==> src/rtl/fpadd_pkg.sv <==
package fpadd_pkg;
  typedef enum logic [2:0] {
    ST_IDLE,
    ST_ALIGN,
    ST_ADD,
    ST_NORM,
    ST_RND,
    ST_PACK
  } fpadd_state_e;
endpackage

==> src/rtl/fpadd_align.sv <==
module fpadd_align #(
  parameter int SIG_W = 24,
  parameter int SH_W  = 8
) (
  input  logic [SIG_W-1:0] sig_i,
  input  logic [SH_W-1:0]  shamt_i,
  output logic [SIG_W+2:0] ext_o   // {significand, guard, round, sticky}
);
  localparam int W = SIG_W + 3;

  logic [W-1:0] full, shifted, lost_mask;

  always_comb begin
    full      = {sig_i, 3'b000};
    shifted   = '0;
    lost_mask = '0;
    if (32'(shamt_i) >= W) begin
      ext_o = {{(W-1){1'b0}}, |sig_i};
    end else begin
      shifted   = full >> shamt_i;
      lost_mask = ~({W{1'b1}} << shamt_i);
      ext_o     = {shifted[W-1:1], shifted[0] | (|(full & lost_mask))};
    end
  end
endmodule

==> src/rtl/fpadd_lzc.sv <==
module fpadd_lzc #(
  parameter int W    = 27,
  parameter int CNT_W = $clog2(W + 1)
) (
  input  logic [W-1:0]     val_i,
  output logic [CNT_W-1:0] cnt_o
);
  // last hit while scanning upward is the highest set bit
  always_comb begin
    cnt_o = CNT_W'(W);
    for (int i = 0; i < W; i++) begin
      if (val_i[i]) cnt_o = CNT_W'(W - 1 - i);
    end
  end
endmodule

==> src/rtl/fpadd_round.sv <==
module fpadd_round #(
  parameter int SIG_W = 24
) (
  input  logic [SIG_W+2:0] nrm_i,   // normalised {sig, g, r, s}
  output logic [SIG_W-1:0] sig_o,
  output logic             carry_o
);
  logic             lsb, grd, rest, up;
  logic [SIG_W:0]   sum;

  always_comb begin
    lsb     = nrm_i[3];
    grd     = nrm_i[2];
    rest    = nrm_i[1] | nrm_i[0];
    up      = grd & (rest | lsb);       // nearest, ties to even
    sum     = {1'b0, nrm_i[SIG_W+2:3]} + (SIG_W+1)'(up);
    carry_o = sum[SIG_W];
    sig_o   = carry_o ? sum[SIG_W:1] : sum[SIG_W-1:0];
  end
endmodule

==> src/rtl/fp_addsub.sv <==
module fp_addsub
  import fpadd_pkg::*;
#(
  parameter int EXP_W  = 8,
  parameter int FRAC_W = 23
) (
  input  logic                      clk_i,
  input  logic                      rst_ni,
  input  logic                      start_i,
  input  logic                      sub_i,
  input  logic [EXP_W+FRAC_W:0]     a_i,
  input  logic [EXP_W+FRAC_W:0]     b_i,
  output logic                      busy_o,
  output logic                      done_o,
  output logic [EXP_W+FRAC_W:0]     result_o,
  output logic                      ovf_o,
  output logic                      unf_o
);
  localparam int W     = 1 + EXP_W + FRAC_W;
  localparam int SIG_W = FRAC_W + 1;
  localparam int EXT_W = SIG_W + 3;
  localparam int SUM_W = EXT_W + 1;
  localparam int EW    = EXP_W + 2;
  localparam int LZ_W  = $clog2(EXT_W + 1);
  localparam int EMAX  = (1 << EXP_W) - 1;

  fpadd_state_e state_q;

  logic                 sgn_q, eff_sub_q, zero_q;
  logic signed [EW-1:0] exp_q;
  logic [SIG_W-1:0]     big_sig_q, sml_sig_q, rsig_q;
  logic [EXP_W-1:0]     diff_q;
  logic [EXT_W-1:0]     big_ext_q, sml_ext_q, nrm_q;
  logic [SUM_W-1:0]     sum_q;
  logic [W-1:0]         result_q;
  logic                 ovf_q, unf_q, done_q;

  // unpack and order by magnitude
  logic               b_sgn, swap;
  logic [W-1:0]       big_op, sml_op;
  logic               big_sgn, sml_sgn;
  logic [EXP_W-1:0]   big_exp, sml_exp;
  logic [SIG_W-1:0]   big_sig, sml_sig;

  always_comb begin
    b_sgn   = b_i[W-1] ^ sub_i;
    swap    = b_i[W-2:0] > a_i[W-2:0];
    big_op  = swap ? {b_sgn, b_i[W-2:0]} : a_i;
    sml_op  = swap ? a_i : {b_sgn, b_i[W-2:0]};
    big_sgn = big_op[W-1];
    sml_sgn = sml_op[W-1];
    big_exp = big_op[W-2 -: EXP_W];
    sml_exp = sml_op[W-2 -: EXP_W];
    big_sig = (big_exp != '0) ? {1'b1, big_op[FRAC_W-1:0]} : '0;
    sml_sig = (sml_exp != '0) ? {1'b1, sml_op[FRAC_W-1:0]} : '0;
  end

  logic [EXT_W-1:0] sml_aligned;
  fpadd_align #(.SIG_W(SIG_W), .SH_W(EXP_W)) u_align (
    .sig_i  (sml_sig_q),
    .shamt_i(diff_q),
    .ext_o  (sml_aligned)
  );

  logic [LZ_W-1:0] lz;
  fpadd_lzc #(.W(EXT_W), .CNT_W(LZ_W)) u_lzc (
    .val_i(sum_q[EXT_W-1:0]),
    .cnt_o(lz)
  );

  logic [SIG_W-1:0] rnd_sig;
  logic             rnd_carry;
  fpadd_round #(.SIG_W(SIG_W)) u_round (
    .nrm_i  (nrm_q),
    .sig_o  (rnd_sig),
    .carry_o(rnd_carry)
  );

  always_ff @(posedge clk_i or negedge rst_ni) begin
    if (!rst_ni) begin
      state_q   <= ST_IDLE;
      sgn_q     <= 1'b0;
      eff_sub_q <= 1'b0;
      zero_q    <= 1'b0;
      exp_q     <= '0;
      big_sig_q <= '0;
      sml_sig_q <= '0;
      diff_q    <= '0;
      big_ext_q <= '0;
      sml_ext_q <= '0;
      sum_q     <= '0;
      nrm_q     <= '0;
      rsig_q    <= '0;
      result_q  <= '0;
      ovf_q     <= 1'b0;
      unf_q     <= 1'b0;
      done_q    <= 1'b0;
    end else begin
      done_q <= 1'b0;
      unique case (state_q)
        ST_IDLE: if (start_i) begin
          sgn_q     <= big_sgn;
          eff_sub_q <= big_sgn ^ sml_sgn;
          exp_q     <= EW'(big_exp);
          big_sig_q <= big_sig;
          sml_sig_q <= sml_sig;
          diff_q    <= big_exp - sml_exp;
          state_q   <= ST_ALIGN;
        end
        ST_ALIGN: begin
          big_ext_q <= {big_sig_q, 3'b000};
          sml_ext_q <= sml_aligned;
          state_q   <= ST_ADD;
        end
        ST_ADD: begin
          sum_q   <= eff_sub_q ? {1'b0, big_ext_q} - {1'b0, sml_ext_q}
                               : {1'b0, big_ext_q} + {1'b0, sml_ext_q};
          state_q <= ST_NORM;
        end
        ST_NORM: begin
          zero_q <= 1'b0;
          if (sum_q[SUM_W-1]) begin
            nrm_q <= {sum_q[SUM_W-1:2], |sum_q[1:0]};
            exp_q <= exp_q + EW'(1);
          end else if (sum_q == '0) begin
            nrm_q  <= '0;
            zero_q <= 1'b1;
          end else begin
            nrm_q <= sum_q[EXT_W-1:0] << lz;
            exp_q <= exp_q - $signed({{(EW-LZ_W){1'b0}}, lz});
          end
          state_q <= ST_RND;
        end
        ST_RND: begin
          rsig_q  <= rnd_sig;
          exp_q   <= exp_q + EW'(rnd_carry);
          state_q <= ST_PACK;
        end
        ST_PACK: begin
          ovf_q <= 1'b0;
          unf_q <= 1'b0;
          if (zero_q) begin
            result_q <= '0;
          end else if (exp_q >= EMAX) begin
            ovf_q    <= 1'b1;
            result_q <= {sgn_q, {EXP_W{1'b1}}, {FRAC_W{1'b0}}};
          end else if (exp_q <= 0) begin
            unf_q    <= 1'b1;
            result_q <= '0;
          end else begin
            result_q <= {sgn_q, exp_q[EXP_W-1:0], rsig_q[FRAC_W-1:0]};
          end
          done_q  <= 1'b1;
          state_q <= ST_IDLE;
        end
        default: state_q <= ST_IDLE;
      endcase
    end
  end

  assign busy_o   = (state_q != ST_IDLE);
  assign done_o   = done_q;
  assign result_o = result_q;
  assign ovf_o    = ovf_q;
  assign unf_o    = unf_q;

  assert_busy_after_start_R11: assert property (@(posedge clk_i) disable iff (!rst_ni)
    (start_i && !busy_o) |=> busy_o);
  assert_done_single_R11: assert property (@(posedge clk_i) disable iff (!rst_ni)
    done_o |=> !done_o);
  assert_done_not_busy_R11: assert property (@(posedge clk_i) disable iff (!rst_ni)
    done_o |-> !busy_o);
  assert_sub_nonneg_R8: assert property (@(posedge clk_i) disable iff (!rst_ni)
    (state_q == ST_NORM && eff_sub_q) |-> !sum_q[SUM_W-1]);
  assert_norm_lead_R5: assert property (@(posedge clk_i) disable iff (!rst_ni)
    (state_q == ST_RND && !zero_q) |-> nrm_q[EXT_W-1]);
  assert_round_lead_R4: assert property (@(posedge clk_i) disable iff (!rst_ni)
    (state_q == ST_PACK && !zero_q) |-> rsig_q[SIG_W-1]);
  assert_flags_excl_R9: assert property (@(posedge clk_i) disable iff (!rst_ni)
    !(ovf_o && unf_o));
  assert_ovf_inf_R9: assert property (@(posedge clk_i) disable iff (!rst_ni)
    ovf_o |-> (result_o[W-2:0] == {{EXP_W{1'b1}}, {FRAC_W{1'b0}}}));
  assert_unf_zero_R10: assert property (@(posedge clk_i) disable iff (!rst_ni)
    unf_o |-> (result_o == '0));
endmodule

==> config.mk <==
export PLATFORM = sky130hd
export DESIGN_NAME = fp_addsub
export DESIGN_NICKNAME = d
export VERILOG_FILES = /design/src/rtl/fpadd_pkg.sv /design/src/rtl/fpadd_align.sv /design/src/rtl/fpadd_lzc.sv /design/src/rtl/fpadd_round.sv /design/src/rtl/fp_addsub.sv
export SDC_FILE = /design/constraint.sdc
export NUM_CORES = 1
export LEC_CHECK = 0
export BUFFER_PORTS_ARGS = -buffer_cell sky130_fd_sc_hd__buf_2
export CAP_MARGIN = 10
export CORE_MARGIN = 10
export CORE_UTILIZATION = 46
export CTS_CLUSTER_SIZE = 8
export DETAILED_ROUTE_END_ITERATION = 10
export GPL_TIMING_DRIVEN = 0
export MAX_ROUTING_LAYER = met4
export PLACE_DENSITY = 0.68
export SETUP_SLACK_MARGIN = 0.5
export SYNTH_ARGS = -nofsm -noshare
export SYNTH_HDL_FRONTEND = slang
export SYNTH_SLANG_ARGS = --single-unit
export TNS_END_PERCENT = 50
==> constraint.sdc <==
create_clock -name clk_i -period 5.1 [get_ports clk_i]
set_input_delay 1.02 -clock clk_i [delete_from_list [all_inputs] [get_ports clk_i]]
set_output_delay 1.02 -clock clk_i [all_outputs]
set_load 0.05 [all_outputs]
==> results.json <==
{
  "outcome": "complete, no violations",
  "area_growth_pct": 13.0,
  "power.density_nw_per_um2": 723,
  "setup_viol": 0,
  "die-area_sq_um": 45700,
  "reg2regPathDepth": 18,
  "cts-root-buf": "clkbuf_16",
  "crit-reg2reg-capture": "exp_q[9]",
  "cp-start-kind": "flip-flop",
  "die_w_um": 214,
  "netlist_area_sq_um": 17300,
  "core_sq_um": 36900,
  "fin_ws_ns": 0.559,
  "drive_gt1_share_pct": 10.7,
  "path_max_fanout": 10,
  "pre_cts_slack_ns": -0.0283,
  "slowest_stage": "nor4_2",
  "min_path_type": "primary input to async pin",
  "dr.pass1.iters": 8,
  "seq_area_sq_um": 5910,
  "whs_ns": 0.467,
  "ant_nets": 0,
  "worst_slew_pin_slew_ns": 1.07,
  "peakVddDrop_mv": 0.320,
  "wire_per_inst_um": 21.6,
  "core.rowCount": 70,
  "n_antenna_cell": 0,
  "worstSetupEndpointType": "flip-flop",
  "first_iter_violations": 1487,
  "dpl.hpwl_um": 47300,
  "grt_pass1_wl_um": 94500,
  "yosysWarnings": 0,
  "layout.cells.non_filler": 2786,
  "cts.sinks": 236,
  "syn_inst": 2137,
  "crit_required_ns": 5.55,
  "grt_max_degree": 82,
  "pin_count": 104,
  "slew_headroom_pct": 28.8,
  "h-tree-depth": 2,
  "ys_ff_latch": 236,
  "grt_pass1_vias": 16300,
  "start_util_pct": 46.9,
  "grt_use_total_pct": 27.0,
  "reg2reg_from": "sum_q[17]",
  "multi_input_area_sq_um": 10500,
  "dpl.cell_count": 2746,
  "fill_cells": 3533,
  "hold_viol_final": 0,
  "criticalPathCategory": "flip-flop to flip-flop",
  "cp_common_cell": "a21oi_2",
  "vias_per_cell": 6.10,
  "synth_edf_count": 0,
  "grt-ovfl-total": 0,
  "cts_tree": "yes",
  "drt_wl_total_um": 60300,
  "drv_cap": 0,
  "fmax_mhz": 220,
  "vias": 17000,
  "syn_area_per_cell_sq_um": 8.09,
  "critPathBufInv": 3,
  "synth_cell_types": 89,
  "rsz0062_at_grt": "yes",
  "skew_ns": 0.0272,
  "yosysTopAreaCellShare_pct": 34.2,
  "synth.most_common_cell": "nand2_1",
  "nets": 2446,
  "cts_made_buffers": 35,
  "period_share_pct": 89.0,
  "min_period_ns": 4.54,
  "antenna_found_initial": 0,
  "ctsHoldBuffers": 0,
  "clk_pin_slew_ns": 0.05,
  "critPathMaxStageDelay_ns": 0.41,
  "synthTopCellsByArea": "dfrtp_1 (34%), nand2_1 (6.9%), ha_1 (6.9%)",
  "synth_nets": 2302,
  "clk-insertion-delay-late_ns": 0.54,
  "port_buffers": 103,
  "die_h_um": 214,
  "crit_chain": "clkbuf_1 -> nor4_2 -> nand3_2 -> a21oi_2 -> nor2_1 -> clkbuf_2 -> nor4_2 -> nor3_2 -> ha_1 -> inv_1 -> o21ai_0 -> a21oi_2 -> o21bai_1 -> a21oi_2 -> o21ai_0 -> xor2_1 -> mux2_2 -> o22ai_1",
  "yosys.area.top_type": "dfrtp_1",
  "arrival_ns": 4.99,
  "utilization_pct": 53.0,
  "r2r_slack_ns": 0.56,
  "synth_ff_type": "dfrtp_1",
  "gp_congestion": 1.00,
  "p_leak_nw": 8.92,
  "critPathTopFamily": "simple AND/OR/NAND/NOR gates",
  "drcViolationCount": 0,
  "drv_slew": 0,
  "tns_ns": 0,
  "clock_path_buffers": 3,
  "async_flop_share_pct": 100,
  "ys_seq_area_share_pct": 34.2,
  "ys_top_cells_by_count": "nand2_1 (318), dfrtp_1 (236), o21ai_0 (202)"
}
==> worst reg2reg max path: cells and delay by family, from the launching register on <==
family          cells  cell delay [ns]
compound gates      7             1.26
simple gates        5             1.36
flops               1             0.35
fa+ha+maj           1             0.36
buf+inv             3             0.56
xor+xnor            1             0.21
mux                 1             0.36
==> power by group <==
part	switching [W]	internal (W)	leakage, nW
logic	0.00555	0.00305	5.47
registers	0.000869	0.00262	3.01
clock network	0.000824	0.00121	0.441
total	0.00724	0.00688	8.92
==> cell usage in the layout (no fill, tap or decap), drive strengths merged, types with 22 or more instances in the layout <==
master	n
a211oi	28
a21oi	153
a22o	29
and3	22
buf	134
clkbuf	147
dfrtp	236
ha	95
inv	120
mux2i	104
nand2	318
nand3	49
nor2	180
nor3	34
nor4	27
o21ai	208
o22ai	23
o31ai	22
xnor2	39
xor2	22
==> sequential cells by signal (all words and copies together) (netlist names), 3 cells and up <==
signal / flops
sml_sig_q: 24
big_sig_q: 24
big_ext_q: 24
exp_q: 10
state_q: 3
result_o: 32
sml_ext_q: 27
rsig_q: 23
nrm_q: 27
sum_q: 28
diff_q: 8
==> through the flow <==
stage / power [W] / cell area [sq um]
after global routing: 0.0151 / 19500
after global placement: 0.0117 / 18400
after CTS: 0.0139 / 19500
after floorplan: 0.00914 / 17300
after detailed placement: 0.0117 / 18500
final: 0.0141 / 19500
==> timing repair <==
item,in CTS,in global routing
endpoints found under the setup margin,5,5
buffers inserted,1,1
resized for setup,18,18
pin swaps,2,1
gates cloned,0,0
hold endpoints to repair,0,0
==> final cells by class <==
| type | count | area share, % |
|---|---|---|
| Sequential cell | 236 | 30.3 |
| Inverter | 119 | 2.30 |
| Tap cell | 504 | 3.23 |
| Timing Repair Buffer | 107 | 3.05 |
| Clock buffer | 36 | 4.50 |
| Clock inverter | 2 | 0.0705 |
| Multi-Input combinational cell | 1644 | 53.6 |
| Buffer | 138 | 2.95 |
==> cell families after synthesis <==
family	count (synthesis)	synth area share (%)
AOI/OAI and AO/OA	638	23.5
xor gates and xnor gates	61	3.09
adders and majority gates	98	7.17
buffers and inverters	257	5.86
DFF	236	34.2
muxes	122	7.39
and+or+nand+nor	725	18.8
==> routing by layer <==
metal / vias up / GRT usage [%] / share of wire (%)
li1: 7900 / - / -
met1: 8225 / 35.7 / 45
met2: 721 / 41.2 / 45
met3: 152 / 3.66 / 6.3
met4: 0 / 10.8 / 3.9
met5: - / - / 0
==> how the worst max path moves through the flow <==
stage	start	endpoint	slack, ns	cells past startpoint
global placement	rst_ni	big_sig_q[8]	-1.15	1
global route	sum_q[17]	exp_q[9]	0.34	18
finish	sum_q[17]	exp_q[9]	0.56	18
detailed placement	sum_q[20]	exp_q[9]	-0.03	17
CTS	sum_q[1]	exp_q[9]	0.51	21
floorplan	sum_q[3]	exp_q[9]	1.01	22
No activity file was read; power rests on OpenSTA's default activity.
